## config.mk

```make
export PLATFORM = sky130hd
export DESIGN_NAME = sup_irq_pin
export DESIGN_NICKNAME = d
export VERILOG_FILES = /design/src/rtl/sup_irq_pkg.sv /design/src/rtl/sup_irq_busif.sv /design/src/rtl/sup_irq_flags.sv /design/src/rtl/sup_irq_pulse.sv /design/src/rtl/sup_irq_drive.sv /design/src/rtl/sup_irq_pin.sv
export SDC_FILE = /design/constraint.sdc
export NUM_CORES = 1
export LEC_CHECK = 0
export BUFFER_PORTS_ARGS = -buffer_cell sky130_fd_sc_hd__clkbuf_2
export CORE_ASPECT_RATIO = 0.5
export CORE_MARGIN = 2
export CORE_UTILIZATION = 60
export CTS_BUF_LIST = sky130_fd_sc_hd__clkbuf_8 sky130_fd_sc_hd__clkbuf_16
export CTS_CLUSTER_SIZE = 12
export DETAILED_ROUTE_END_ITERATION = 8
export PLACE_DENSITY = 0.84
export SLEW_MARGIN = 15
export SYNTH_ARGS = -nofsm -noshare
export SYNTH_HDL_FRONTEND = slang
export SYNTH_HIERARCHICAL = 1
export SYNTH_SLANG_ARGS = --single-unit
```

## constraint.sdc

```tcl
create_clock -name clk -period 5.4 [get_ports clk]
set_input_delay 1.62 -clock clk [delete_from_list [all_inputs] [get_ports clk]]
set_output_delay 1.62 -clock clk [all_outputs]
set_load 0.05 [all_outputs]
```

## src/rtl/sup_irq_pkg.sv

```systemverilog
package sup_irq_pkg;
   localparam int N_SRC  = 3;
   localparam int CTRL_W = 6;
   localparam int SRC_WD = 0;
   localparam int SRC_PF = 1;
   localparam int SRC_AL = 2;

   typedef struct packed {
      logic pulse;      // bit 5
      logic drv_high;   // bit 4
      logic alm_bk_en;  // bit 3
      logic alm_en;     // bit 2
      logic pf_en;      // bit 1
      logic wd_en;      // bit 0
   } irq_ctrl_t;

   // sources allowed to reach the pin under the present supply state
   function automatic logic [N_SRC-1:0] src_mask(irq_ctrl_t c, logic backup);
      logic [N_SRC-1:0] m;
      m = '0;
      if (backup) begin
         m[SRC_AL] = c.alm_en & c.alm_bk_en;
      end else begin
         m[SRC_WD] = c.wd_en;
         m[SRC_PF] = c.pf_en;
         m[SRC_AL] = c.alm_en;
      end
      return m;
   endfunction
endpackage

```

## src/rtl/sup_irq_busif.sv

```systemverilog
module sup_irq_busif
   import sup_irq_pkg::*;
#(
   parameter int ADDR_W    = 4,
   parameter int DATA_W    = 8,
   parameter int FLAG_ADDR = 6,
   parameter int CTRL_ADDR = 7
) (
   input  logic              clk,
   input  logic              rst_n,
   input  logic              bus_sel,
   input  logic              bus_we,
   input  logic [ADDR_W-1:0] bus_addr,
   input  logic [DATA_W-1:0] bus_wdata,
   input  logic [N_SRC-1:0]  flags,
   output logic [DATA_W-1:0] bus_rdata,
   output irq_ctrl_t         ctrl,
   output logic              clr
);
   localparam logic [ADDR_W-1:0] FA = FLAG_ADDR[ADDR_W-1:0];
   localparam logic [ADDR_W-1:0] CA = CTRL_ADDR[ADDR_W-1:0];

   logic prev_sel_q, bad_q;
   logic hit_flag, hit_ctrl;

   assign hit_flag = (bus_addr == FA);
   assign hit_ctrl = (bus_addr == CA);

   always_ff @(posedge clk or negedge rst_n) begin
      if (!rst_n) begin
         prev_sel_q <= 1'b0;
         bad_q      <= 1'b0;
         ctrl       <= '0;
      end else begin
         prev_sel_q <= bus_sel;
         if (bus_sel)
            bad_q <= (prev_sel_q & bad_q) | ~bus_we | ~hit_flag;
         if (bus_sel && !bus_we && hit_ctrl)
            ctrl <= irq_ctrl_t'(bus_wdata[CTRL_W-1:0]);
      end
   end

   // a read that ran to the end unbroken clears on the closing edge
   assign clr = prev_sel_q & ~bus_sel & ~bad_q;

   always_comb begin
      bus_rdata = '0;
      if (hit_flag)
         bus_rdata[N_SRC-1:0] = flags;
      else if (hit_ctrl)
         bus_rdata[CTRL_W-1:0] = ctrl;
   end
endmodule

```

## src/rtl/sup_irq_flags.sv

```systemverilog
module sup_irq_flags #(
   parameter int N = 3
) (
   input  logic         clk,
   input  logic         rst_n,
   input  logic [N-1:0] evt,
   input  logic         clr,
   output logic [N-1:0] flags
);
   for (genvar i = 0; i < N; i++) begin : g_flag
      always_ff @(posedge clk or negedge rst_n) begin
         if (!rst_n)
            flags[i] <= 1'b0;
         else if (evt[i])
            flags[i] <= 1'b1;   // event beats a coincident clear
         else if (clr)
            flags[i] <= 1'b0;
      end
   end
endmodule

```

## src/rtl/sup_irq_pulse.sv

```systemverilog
module sup_irq_pulse #(
   parameter int PULSE_W = 25_000_000
) (
   input  logic clk,
   input  logic rst_n,
   input  logic trig,
   output logic active
);
   localparam int CW = $clog2(PULSE_W + 1);

   if (PULSE_W == 1) begin : g_single
      logic act_q;
      always_ff @(posedge clk or negedge rst_n) begin
         if (!rst_n) act_q <= 1'b0;
         else        act_q <= trig & ~act_q;
      end
      assign active = act_q;
   end else begin : g_count
      localparam logic [CW-1:0] LOAD = CW'(PULSE_W);
      logic [CW-1:0] cnt_q;
      always_ff @(posedge clk or negedge rst_n) begin
         if (!rst_n)
            cnt_q <= '0;
         else if (cnt_q == '0) begin
            if (trig) cnt_q <= LOAD;
         end else
            cnt_q <= cnt_q - 1'b1;
      end
      assign active = (cnt_q != '0);
   end
endmodule

```

## src/rtl/sup_irq_drive.sv

```systemverilog
module sup_irq_drive (
   input  logic active,
   input  logic drv_high,
   input  logic backup_mode,
   output logic pin_out,
   output logic pin_oe
);
   logic push_pull;
   assign push_pull = drv_high & ~backup_mode;
   assign pin_out   = push_pull & active;
   assign pin_oe    = push_pull | active;
endmodule

```

## src/rtl/sup_irq_pin.sv

```systemverilog
module sup_irq_pin
   import sup_irq_pkg::*;
#(
   parameter int ADDR_W    = 4,
   parameter int DATA_W    = 8,
   parameter int FLAG_ADDR = 6,
   parameter int CTRL_ADDR = 7,
   parameter int PULSE_W   = 25_000_000
) (
   input  logic              clk,
   input  logic              rst_n,
   input  logic              wdog_evt,
   input  logic              pfail_evt,
   input  logic              alarm_evt,
   input  logic              backup_mode,
   input  logic              bus_sel,
   input  logic              bus_we,
   input  logic [ADDR_W-1:0] bus_addr,
   input  logic [DATA_W-1:0] bus_wdata,
   output logic [DATA_W-1:0] bus_rdata,
   output logic              pin_out,
   output logic              pin_oe
);
   if (PULSE_W < 1) begin : g_bad_pw
      $error("PULSE_W must be at least 1");
   end
   if (DATA_W < CTRL_W) begin : g_bad_dw
      $error("DATA_W too narrow for control register");
   end
   if (FLAG_ADDR == CTRL_ADDR) begin : g_bad_addr
      $error("flag and control addresses collide");
   end
   if (FLAG_ADDR >= (1 << ADDR_W) || CTRL_ADDR >= (1 << ADDR_W)) begin : g_bad_range
      $error("register address outside ADDR_W space");
   end

   logic [N_SRC-1:0] src_evt, flags_q, mask;
   irq_ctrl_t        ctrl_q;
   logic             clr, trig, pulse_act, level_req, active;

   assign src_evt[SRC_WD] = wdog_evt;
   assign src_evt[SRC_PF] = pfail_evt;
   assign src_evt[SRC_AL] = alarm_evt;

   sup_irq_busif #(
      .ADDR_W(ADDR_W), .DATA_W(DATA_W),
      .FLAG_ADDR(FLAG_ADDR), .CTRL_ADDR(CTRL_ADDR)
   ) u_bus (
      .clk(clk), .rst_n(rst_n), .bus_sel(bus_sel), .bus_we(bus_we),
      .bus_addr(bus_addr), .bus_wdata(bus_wdata), .flags(flags_q),
      .bus_rdata(bus_rdata), .ctrl(ctrl_q), .clr(clr)
   );

   sup_irq_flags #(.N(N_SRC)) u_flags (
      .clk(clk), .rst_n(rst_n), .evt(src_evt), .clr(clr), .flags(flags_q)
   );

   assign mask      = src_mask(ctrl_q, backup_mode);
   assign trig      = ctrl_q.pulse & |(src_evt & mask);
   assign level_req = |(flags_q & mask);

   sup_irq_pulse #(.PULSE_W(PULSE_W)) u_pulse (
      .clk(clk), .rst_n(rst_n), .trig(trig), .active(pulse_act)
   );

   assign active = ctrl_q.pulse ? pulse_act : level_req;

   sup_irq_drive u_drv (
      .active(active), .drv_high(ctrl_q.drv_high), .backup_mode(backup_mode),
      .pin_out(pin_out), .pin_oe(pin_oe)
   );
endmodule

```

==> flow_summary.yaml, run 1 <==
sta:
  min_period_ns: 4.68
  hold_viol_final: 0
  whs_ns: 0.483
  grt_setup_unrepaired: "no"
  clock_skew_ns: 0.00801
  worst_pin_slew_ns: 0.896
  tns_ns: 0
  slew_headroom: 0.397
  final-max-slew-violation-count: 0
  setup_viol: 0
  fmax_ghz: 0.214
  fin_crit_sh: 0.867
  worst_slack_ns: 0.720
global_routing:
  track_usage: 0.243
  grt_pass1_wl_mm: 6.80
  grt_max_degree: 37
  gr-total-overflow: 0
  antenna_found_initial: 0
  grt_pass1_vias: 1463
final_layout:
  area_delta_synth_final_pct: 11.7
  n_antenna_cell: 0
  finalNonFillerCells: 256
  fin_nets: 236
  stdcell_area_um2: 2190
  utilization: 0.715
  drive_gt1_frac: 0.287
routing:
  ant_nets: 0
  wl_mm: 4.07
  drtIter0Drc: 143
  drc: 0
  vias: 1547
  first_pass_iters: 4
  wire_per_inst_um: 15.9
  via_per_inst: 6.04
cts:
  cts-resized-gates: 0
  cts_tree: "done"
  cts.sinks: 36
  htreeDepth: 2
  cts_buffers: 5
  post-cts-setup-buffers: 0
  cts_root_buffer: "clkbuf_8"
  clock_latency_ns: 0.30
  clk_path_buf_depth: 2
  ctsHoldBuffers: 0
  clk_pin_slew_ns: 0.07
worst_hold_path:
  hold_depth: 1
  min_path_type: "flop to flop"
  holdPathEnd: "u_pulse/g_count.cnt_q[23]"
  hp-start: "u_pulse/g_count.cnt_q[23]"
pwr:
  power.share.clock: 0.349
  ir_drop_v: 0.000183
  p_leak_nw: 0.906
  p_comb_frac: 0.127
  p_per_area_nw_per_um2: 252
  power_switching_mw: 0.153
  seqPwrFrac: 0.524
  switching_share: 0.277
  p_total_mw: 0.553
  p_int_mw: 0.400
placed_design:
  place_inst: 248
  dpl_cell_area_um2: 2100
  io_buffer_count: 25
  dp_hpwl_mm: 2.84
  gp_congestion: 0.819
  place_ws_ns: 1.05
job:
  drv_cap: 0
worst_setup_path:
  start_kind: "flop"
  cp.arrival_ns: 3.06
  worstReg2RegEnd: "u_pulse/g_count.cnt_q[1]"
  cp.required_ns: 3.78
  rrSetupSlack_ns: 2.86
  reg2regPathDepth: 6
  worstReg2RegStart: "u_pulse/g_count.cnt_q[21]"
  critPathKind: "flop to output port"
  crit_start: "u_pulse/g_count.cnt_q[21]"
  worstPathMaxFanout: 10
  cp-end-kind: "output port"
yosys:
  netlist.area_leader.share: 0.459
  synthXorXnorAreaFrac: 0.0402
  yosysTopAreaCell: "dfrtp_1"
  syn_area_per_cell_um2: 10.5
  synth_top_family_by_area: "simple AND/OR/NAND/NOR gates"
  synth_area_leaders: "dfrtp_1 (46%), mux2_4 (4.6%), xnor2_1 (3.6%)"
  yosysWarnings: 6
  synthAdderAreaFrac: 0.00638
  synth_compound_area_frac: 0.117
  yosys.area_share.simple: 0.250
  ys_ff_latch: 36
  synth_cell_types: 53
  syn_area_um2: 1960
  synthMuxAreaShare: 0.0829
  synth-seq-area-share: 0.459
  syn_inst: 186
die:
  io_pins: 30
  die_h_um: 44.4
  rows: 14
  core_um2: 3070
  dieArea_um2: 3770
  start_util: 0.640
  die_w_um: 84.9
run_status:
  status: "finished clean"
-- layout make-up --
cell class              count  area (um^2)
multi-input cells         137          982
flip-flops and latches     36          901
fillers                   201          875
repair buffers             27          140
clock buffers               5         68.8
well taps                  40         50.0
inverters                   8         30.0
clock inverters             3         18.8
-- placed cells by master (no fill, tap or decap), types with 2 or more instances in the layout --
cell type  count
dfrtp_1       36
clkbuf_2      25
nand2_1       17
nor4_1         8
nor3_1         8
xnor2_1        8
o21ai_0        8
inv_1          7
nor2_1         7
mux2_4         6
clkbuf_8       5
a21o_1         5
mux2i_1        5
or3_1          4
and2_1         3
a22o_2         3
and2_2         3
nand2b_1       3
or3_2          3
nand3_1        3
nand4_1        3
a22oi_1        2
o22ai_1        2
mux2_2         2
clkinv_2       2
nor3b_1        2
conb_1         2
or4_4          2
a41oi_1        2
or4_1          2
o41ai_1        2
o31ai_1        2
buf_4          2
-- cells in the mapped netlist (all sizes together) --
library cell and instances:
o31ai 2, clkbuf 1, conb 1, a22o 4, nand3 3, or2b 1
nor4 9, nor2 7, nor3 9, xnor2 8, inv 8, nor3b 2
nand4b 1, nand2 17, and2 6, o311ai 1, and4bb 1, and4b 1
xor2 1, and2b 1, o21ai 9, a21o 5, nand2b 3, and4 1
nand4 3, a21oi 1, a22oi 2, o22ai 2, and3b 1, or4 5
mux2i 5, a41oi 2, a211o 1, o41ai 2, dfrtp 36, or3 7
ha 1, mux2 8, and3 2, a211oi 1, buf 5
-- worst max-delay path: stages, from the launching register on --
cell	delay (ns)
dfrtp_1	0.43
or4_4	0.58
or4_4	0.49
nor3_4	0.41
inv_2	0.15
mux2_2	0.31
and3_1	0.18
clkbuf_2	0.23
-- registers in the layout (all words and copies together), names as in the netlist --
signal                 flops
u_flags/flags              3
u_bus/prev_sel_q           1
u_bus/ctrl                 6
u_pulse/g_count.cnt_q     25
u_bus/bad_q                1
-- metal layers --
layer  vias to the layer above  global-route usage  part of all wire
met2                        50               0.395              0.48
li1                        749                   -                 -
met4                         0               0.127            0.0093
met1                       742               0.310              0.46
met5                         -                   0                 0
met3                         6              0.0653             0.055
-- cells by family after synthesis --
| group | after synthesis |
|---|---|
| flops | 36 |
| buf+inv | 14 |
| mux | 13 |
| other cells | 1 |
| compound gates | 32 |
| simple gates | 80 |
| fa+ha+maj | 1 |
| xor+xnor | 9 |
-- worst max-delay path by stage --
| stage | end | slack, ns | cells after the start |
|---|---|---|---|
| 5_1_grt | pin_out | 0.57 | 7 |
| 3_5_place_dp | pin_out | 1.05 | 7 |
| 4_1_cts | pin_out | 0.73 | 7 |
| 2_1_floorplan | pin_out | 1.27 | 7 |
| 3_3_place_gp | pin_out | 1.06 | 7 |
| 6_report | pin_out | 0.72 | 7 |
-- power by group through the flow --
| stage | combinational (mW) | sequential (mW) | clock (mW) |
|---|---|---|---|
| finish | 0.0702 | 0.290 | 0.193 |
| global route | 0.0759 | 0.292 | 0.212 |
| CTS | 0.0708 | 0.290 | 0.197 |
| detailed placement | 0.0706 | 0.295 | 0 |
| global placement | 0.0685 | 0.294 | 0 |
| floorplan | 0.0522 | 0.292 | 0 |
Power figures use the tool's default switching activity.
==> inputs of run 2 (changes only) <==
- CELL_PAD_IN_SITES_DETAIL_PLACEMENT: not set -> 0
- CELL_PAD_IN_SITES_GLOBAL_PLACEMENT: not set -> 1
- CORE_UTILIZATION: 60 -> 47
- PLACE_DENSITY: 0.84 -> not set
- PLACE_DENSITY_LB_ADDON: not set -> 0.1
==> flow_summary.yaml, run 2 (same netlist as run 1, synthesis figures left out) <==
run_status:
  status: "finished clean"
cts:
  post-cts-setup-buffers: 0
  clk_path_buf_depth: 2
  cts_root_buffer: "clkbuf_8"
  cts.sinks: 36
  clk_pin_slew_ns: 0.07
  cts-resized-gates: 0
  cts_buffers: 5
  cts_tree: "done"
  ctsHoldBuffers: 0
  htreeDepth: 2
  clock_latency_ns: 0.28
worst_setup_path:
  critPathMaxStageDelay_ns: 0.58
  worstPathMaxFanout: 10
  slowest_stage: "or4_4"
  cp.required_ns: 3.78
  start_kind: "flop"
  timing.critical_path.mode_cell: "or4_4"
  cp-end-kind: "output port"
  critPathKind: "flop to output port"
  path_cells: "or4_4 -> or4_4 -> nor3_4 -> inv_2 -> mux2_2 -> and3_1 -> clkbuf_2"
  cp.arrival_ns: 3.10
sta:
  min_period_ns: 4.72
  fmax_ghz: 0.212
  worst_pin_slew_ns: 0.920
  slew_headroom: 0.381
  final-max-slew-violation-count: 0
  whs_ns: 0.485
  fin_crit_sh: 0.874
  clock_skew_ns: 0.00453
  tns_ns: 0
  setup_viol: 0
  grt_setup_unrepaired: "no"
  hold_viol_final: 0
final_layout:
  reg.largest.list: "u_pulse/g_count.cnt_q: 25 flops, u_bus/ctrl: 6 flops, u_flags/flags: 3 flops"
  final_cell_mix: "dfrtp_1 (36), clkbuf_2 (25), nand2_1 (17)"
  n_antenna_cell: 0
  area_delta_synth_final_pct: 12.7
  largest_reg_flops: 25
  regMostFlops: "u_pulse/g_count.cnt_q"
  stdcell_area_um2: 2210
  finalNonFillerCells: 270
  utilization: 0.561
  final_common_cell: "dfrtp_1"
  fin_nets: 236
  drive_gt1_frac: 0.278
pwr:
  p_int_mw: 0.411
  power_switching_mw: 0.139
  p_per_area_nw_per_um2: 248
  ir_drop_v: 0.000137
  power.share.clock: 0.347
  p_leak_nw: 0.912
  switching_share: 0.252
  seqPwrFrac: 0.528
  p_comb_frac: 0.125
placed_design:
  dpl_cell_area_um2: 2120
  dp_hpwl_mm: 2.79
  io_buffer_count: 25
  gp_congestion: 0.829
  place_inst: 262
die:
  rows: 16
  die_w_um: 95.4
  die_h_um: 49.7
  io_pins: 30
  core_um2: 3940
  start_util: 0.497
  dieArea_um2: 4740
routing:
  vias: 1502
  ant_nets: 0
  via_per_inst: 5.56
  wl_mm: 3.87
  drtIter0Drc: 44
  first_pass_iters: 5
  wire_per_inst_um: 14.3
  drc: 0
global_routing:
  grt_pass1_wl_mm: 6.82
  gr-total-overflow: 0
  track_usage: 0.188
  antenna_found_initial: 0
  grt_pass1_vias: 1486
  grt_max_degree: 37
job:
  drv_cap: 0
worst_hold_path:
  min_path_type: "flop to flop"
==> run 2: changes by cell type in the layout (fill, tap and decap cells not counted) <==
cell / change
inv_1: +2
clkbuf_8: +1
clkinv_4: -1
clkinv_2: -2
==> run 2: power groups by stage <==
stage | clock (mW) | sequential [mW] | combinational (mW)
2_1_floorplan | 0 | 0.292 | 0.0522
3_3_place_gp | 0 | 0.294 | 0.0692
3_5_place_dp | 0 | 0.295 | 0.0700
4_1_cts | 0.201 | 0.290 | 0.0699
5_1_grt | 0.211 | 0.292 | 0.0753
6_report | 0.190 | 0.290 | 0.0689
==> run 2: final timing paths <==
| check | start | to | slack [ns] | cells after the start |
|---|---|---|---|---|
| max in group asynchronous | rst_n | u_bus/ctrl[3] | 3.37 | 1 |
| setup / recovery | u_pulse/g_count.cnt_q[21] | pin_out | 0.68 | 7 |
| hold reg to reg | u_pulse/g_count.cnt_q[23] | u_pulse/g_count.cnt_q[23] | 0.48 | 1 |
| hold / removal | u_pulse/g_count.cnt_q[23] | u_pulse/g_count.cnt_q[23] | 0.48 | 1 |
| min in group asynchronous | rst_n | u_pulse/g_count.cnt_q[23] | 1.46 | 1 |
| setup reg to reg | u_pulse/g_count.cnt_q[21] | u_pulse/g_count.cnt_q[1] | 2.83 | 6 |
==> run 2: area by class of cell <==
class / instances / area, um^2
multi-input cells: 137 / 982
fillers: 348 / 1730
inverters: 8 / 30.0
clock buffers: 6 / 82.6
flip-flops and latches: 36 / 901
clock inverters: 2 / 7.51
well taps: 54 / 67.6
repair buffers: 27 / 140
==> run 2: metrics by stage <==
step                      total power, mW  setup WS [ns]
after global placement              0.364           1.00
after CTS                           0.561          0.664
after detailed placement            0.365          0.988
after global routing                0.578          0.569
final                               0.549          0.678
after floorplan                     0.344           1.27
==> run 2: metal layers <==
layer  vias up  track usage  part of all wire
met3         3       0.0612             0.045
met1       714        0.266              0.53
li1        754            -                 -
met2        31        0.275              0.42
met5         -            0                 0
met4         0       0.0571            0.0065
==> run 2: worst max-delay path: cells and delay by family (launching register included) <==
kind	cells	cell delay, ns
DFF	1	0.43
and+or+nand+nor	4	1.68
buffers and inverters	2	0.39
muxes	1	0.30
